===== src/rtl/nibcmp_pkg.sv =====
package nibcmp_pkg;
  localparam int unsigned NIB_W = 4;

  typedef struct packed {
    logic gt;
    logic eq;
    logic lt;
  } cmp_flags_t;

  localparam cmp_flags_t FLAGS_EQ = '{gt: 1'b0, eq: 1'b1, lt: 1'b0};
endpackage


===== src/rtl/nibcmp_bitcmp.sv =====
module nibcmp_bitcmp #(
  parameter int unsigned W = 4
) (
  input  logic [W-1:0] a_i,
  input  logic [W-1:0] b_i,
  output logic [W-1:0] gt_o,
  output logic [W-1:0] lt_o
);
  for (genvar i = 0; i < W; i++) begin : g_bit
    assign gt_o[i] = a_i[i] & ~b_i[i];
    assign lt_o[i] = ~a_i[i] & b_i[i];
  end
endmodule


===== src/rtl/nibcmp_prio.sv =====
module nibcmp_prio #(
  parameter int unsigned W = 4
) (
  input  logic [W-1:0] gt_i,
  input  logic [W-1:0] lt_i,
  output logic         gt_o,
  output logic         lt_o,
  output logic         tie_o
);
  // higher index overrides lower: first unequal pair from the MSB wins
  always_comb begin
    gt_o = 1'b0;
    lt_o = 1'b0;
    for (int i = 0; i < W; i++) begin
      if (gt_i[i] | lt_i[i]) begin
        gt_o = gt_i[i];
        lt_o = lt_i[i];
      end
    end
  end

  assign tie_o = ~|(gt_i | lt_i);
endmodule


===== src/rtl/nibcmp_slice.sv =====
module nibcmp_slice
  import nibcmp_pkg::*;
(
  input  logic [NIB_W-1:0] a_i,
  input  logic [NIB_W-1:0] b_i,
  input  logic             gt_i,
  input  logic             eq_i,
  input  logic             lt_i,
  output logic             gt_o,
  output logic             eq_o,
  output logic             lt_o
);
  logic [NIB_W-1:0] bit_gt, bit_lt;
  logic             p_gt, p_lt, tie;

  nibcmp_bitcmp #(.W(NIB_W)) i_bitcmp (
    .a_i (a_i),
    .b_i (b_i),
    .gt_o(bit_gt),
    .lt_o(bit_lt)
  );

  nibcmp_prio #(.W(NIB_W)) i_prio (
    .gt_i (bit_gt),
    .lt_i (bit_lt),
    .gt_o (p_gt),
    .lt_o (p_lt),
    .tie_o(tie)
  );

  // tie resolution: eq_i dominates; otherwise each side asserts unless the opposite is set
  cmp_flags_t tie_res;
  always_comb begin
    tie_res.eq = eq_i;
    tie_res.gt = ~eq_i & ~lt_i;
    tie_res.lt = ~eq_i & ~gt_i;
  end

  assign gt_o = tie ? tie_res.gt : p_gt;
  assign lt_o = tie ? tie_res.lt : p_lt;
  assign eq_o = tie & tie_res.eq;
endmodule


===== src/rtl/nibcmp_chain.sv =====
module nibcmp_chain
  import nibcmp_pkg::*;
#(
  parameter int unsigned NSLICES = 3
) (
  input  logic [NIB_W*NSLICES-1:0] a_i,
  input  logic [NIB_W*NSLICES-1:0] b_i,
  output logic                     gt_o,
  output logic                     eq_o,
  output logic                     lt_o
);
  localparam int unsigned WORD_W = NIB_W * NSLICES;

  cmp_flags_t casc [NSLICES+1];

  assign casc[0] = FLAGS_EQ;

  for (genvar k = 0; k < NSLICES; k++) begin : g_slice
    nibcmp_slice i_slice (
      .a_i (a_i[k*NIB_W +: NIB_W]),
      .b_i (b_i[k*NIB_W +: NIB_W]),
      .gt_i(casc[k].gt),
      .eq_i(casc[k].eq),
      .lt_i(casc[k].lt),
      .gt_o(casc[k+1].gt),
      .eq_o(casc[k+1].eq),
      .lt_o(casc[k+1].lt)
    );
  end

  assign gt_o = casc[NSLICES].gt;
  assign eq_o = casc[NSLICES].eq;
  assign lt_o = casc[NSLICES].lt;

  if (WORD_W == 0) begin : g_bad
    $error("nibcmp_chain: NSLICES must be at least 1");
  end
endmodule


===== config.mk =====
export PLATFORM = sky130hd
export DESIGN_NAME = nibcmp_chain
export DESIGN_NICKNAME = d
export VERILOG_FILES = /design/src/rtl/nibcmp_pkg.sv /design/src/rtl/nibcmp_bitcmp.sv /design/src/rtl/nibcmp_prio.sv /design/src/rtl/nibcmp_slice.sv /design/src/rtl/nibcmp_chain.sv
export SDC_FILE = /design/constraint.sdc
export NUM_CORES = 1
export LEC_CHECK = 0
export ABC_CLOCK_PERIOD_IN_PS = 1810
export BUFFER_PORTS_ARGS = -buffer_cell sky130_fd_sc_hd__buf_2
export CAP_MARGIN = 20
export CORE_MARGIN = 2
export CORE_UTILIZATION = 30
export DETAILED_ROUTE_END_ITERATION = 12
export GPL_TIMING_DRIVEN = 0
export PLACE_DENSITY = 0.57
export SYNTH_ARGS = -nofsm -noshare
export SYNTH_HDL_FRONTEND = slang
export SYNTH_SLANG_ARGS = --single-unit

===== constraint.sdc =====
create_clock -name vclk -period 1.81
set_input_delay 0.362 -clock vclk [all_inputs]
set_output_delay 0.362 -clock vclk [all_outputs]
set_load 0.05 [all_outputs]

==> qor.csv <==
metric,value,unit
result_of_the_run,finished with violations,
violations,setup timing,
final_area,1210,um2
synth_top_cell_by_area,sky130_fd_sc_hd__ha_1,
avgSynthCellArea,7.39,um2
clock_buffer_instance_count_of_the_final_layout,0,
dpl.hpwl,1240,um
sequential_cell_area,0,um2
fin_nets,169,
synth_warn,0,
worst_path_largest_cell_delay,0.40,ns
post_synth_design_cell_area,643,um2
detail-route-antenna-nets,0,
period_share,1.11,
fp.coreArea,2000,um2
setup-violations-final,2,
track_usage,0.117,
hold_viol_final,0,
placed_cell_area,1050,um2
ordered_cell_list_for_the_critical_path,buf_8 -> inv_4 -> ha_4 -> nand2b_4 -> a311oi_2 -> or3_4 -> a2bb2oi_4 -> buf_6,
max-cap-violations,0,
max_slew.worst_pin.slew,0.297,ns
n_antenna_cell,0,
chipWidth,50.3,um
ir_drop,0.154,mV
fp-row-count,16,
dr_total_vias,673,
syn_nets,135,
rsz0062_at_grt,yes,
min_path_type,input pin to primary output,
leakagePower,0.579,nW
worst-setup-path-type,input pin to primary output,
register_area_share_after_synthesis,0,
min_path_cells,5,
areaGrowthSynthToFinish,88.9,%
synth.top_cells.by_area,"sky130_fd_sc_hd__ha_1 47%, sky130_fd_sc_hd__inv_1 16%, sky130_fd_sc_hd__mux2i_1 6.2%, sky130_fd_sc_hd__o21ai_0 5.4%, sky130_fd_sc_hd__a21oi_1 3.9%",
ys_types,22,
crit_slowest_cell,sky130_fd_sc_hd__or3_4,
layout-drive-gt1-share,0.580,
critPathMaxFanout,4,
number_of_port_buffers,27,
max_freq,498,MHz
maximum_number_of_pins_on_one_net_before_global_route_repair,6,
antenna_violations_before_repair,0,
synthesis.instances,87,
gp_routability_congestion,0.736,
detail_route.iter0.violations,3,
worst-endpoint-required,1.45,ns
ffs_latches,0,
synth_top_area_frac,0.467,
cp-end-kind,primary output,
via_count_of_the_first_global_routing_pass,626,
drt_pre_antenna_iters,4,
start_util,0.321,
post-route-drc-count,0,
worst_setup_path_start_kind,input pin,
post-place-ws,-0.386,ns
worst_slack,-0.198,ns
fill_cells,195,
global_route.overflow_total,0,
total_routed_wirelength,1430,um
route.detailed.wl_per_inst,9.82,um
power-per-cell-area,277,nW/um2
timing.slew.headroom,0.802,
period_needed,2.01,ns
io_pins,27,
timing.final.max_slew_violations,0,
power,0.000336,W
design.die.area,2530,um2
worst-endpoint-arrival,1.65,ns
die_height,50.3,um
grt_pass1_wl,2460,um
fin_hold_ws,1.30,ns
viasPerCell,4.61,
## critical path: cells and delay by family
family	cells	cell delay, ns
AOI/OAI and AO/OA	2	0.23
adders and majority gates	1	0.27
buffers and inverters	3	0.27
and+or+nand+nor	2	0.52
## path summary, 6_finish.rpt
path	start	endpoint	slack (ns)
worst min-delay path	a_i[10]	gt_o	1.30
worst max-delay path	a_i[1]	lt_o	-0.20
## power breakdown
part	switching, W	leakage, nW	internal (W)
combinational	0.000162	0.579	0.000175
clock	0	0	0
sequential	0	0	0
total	0.000162	0.579	0.000175
## layout make-up
class	instances	area [um2]	area share
multi-input cells	60	802	0.660
well taps	27	33.8	0.0278
inverters	27	114	0.0937
repair buffers	32	265	0.218
## Yosys cell counts, types with 2 or more instances
master                    instances
sky130_fd_sc_hd__a21oi_1          5
sky130_fd_sc_hd__ha_1            24
sky130_fd_sc_hd__inv_1           27
sky130_fd_sc_hd__mux2i_1          4
sky130_fd_sc_hd__nand4_2          2
sky130_fd_sc_hd__nor2_1           3
sky130_fd_sc_hd__o21ai_0          7
## per-stage QoR
stage / utilization / std cells / TNS [ns]
2_1_floorplan: - / 87 / -0.0596
3_3_place_gp: 0.525 / 141 / -0.734
3_5_place_dp: 0.525 / 141 / -0.744
4_1_cts: 0.594 / 146 / -0.391
5_1_grt: 0.607 / 146 / -0.492
6_report: 0.607 / 146 / -0.369
## kinds of logic after synthesis
family,share of synthesized area
compound gates,0.181
fa+ha+maj,0.467
buf+inv,0.158
mux,0.0623
simple gates,0.132
## placed cells by master, fill, tap and decap left out, types with 2 or more instances in the layout
cell type,netlist,final
sky130_fd_sc_hd__mux2i_1,4,3
sky130_fd_sc_hd__buf_4,0,3
sky130_fd_sc_hd__o21ai_0,7,5
sky130_fd_sc_hd__inv_2,0,8
sky130_fd_sc_hd__nand4_4,0,2
sky130_fd_sc_hd__inv_4,0,2
sky130_fd_sc_hd__nor2_1,3,3
sky130_fd_sc_hd__buf_6,0,10
sky130_fd_sc_hd__buf_2,0,16
sky130_fd_sc_hd__ha_1,24,12
sky130_fd_sc_hd__inv_1,27,16
sky130_fd_sc_hd__ha_4,0,12
sky130_fd_sc_hd__buf_8,0,2
sky130_fd_sc_hd__a21oi_1,5,4
## layer usage
metal  GRT usage  share of wire  routed length [um]  vias up
met3     0.00298          0.038                  55        0
met2       0.230           0.51                 730       15
li1            -              -                   -      354
met1       0.149           0.45                 648      304
met5           0              0                   0        -
met4           0              0                   0        0
## repair_timing
item | 4_1_cts | 5_1_grt
resized for setup | 23 | 6
pin swaps | 14 | 3
setup endpoints to repair | 3 | 3
hold buffers | 0 | 0
setup buffers | 5 | 0
No activity file was read; power rests on OpenSTA's default activity.
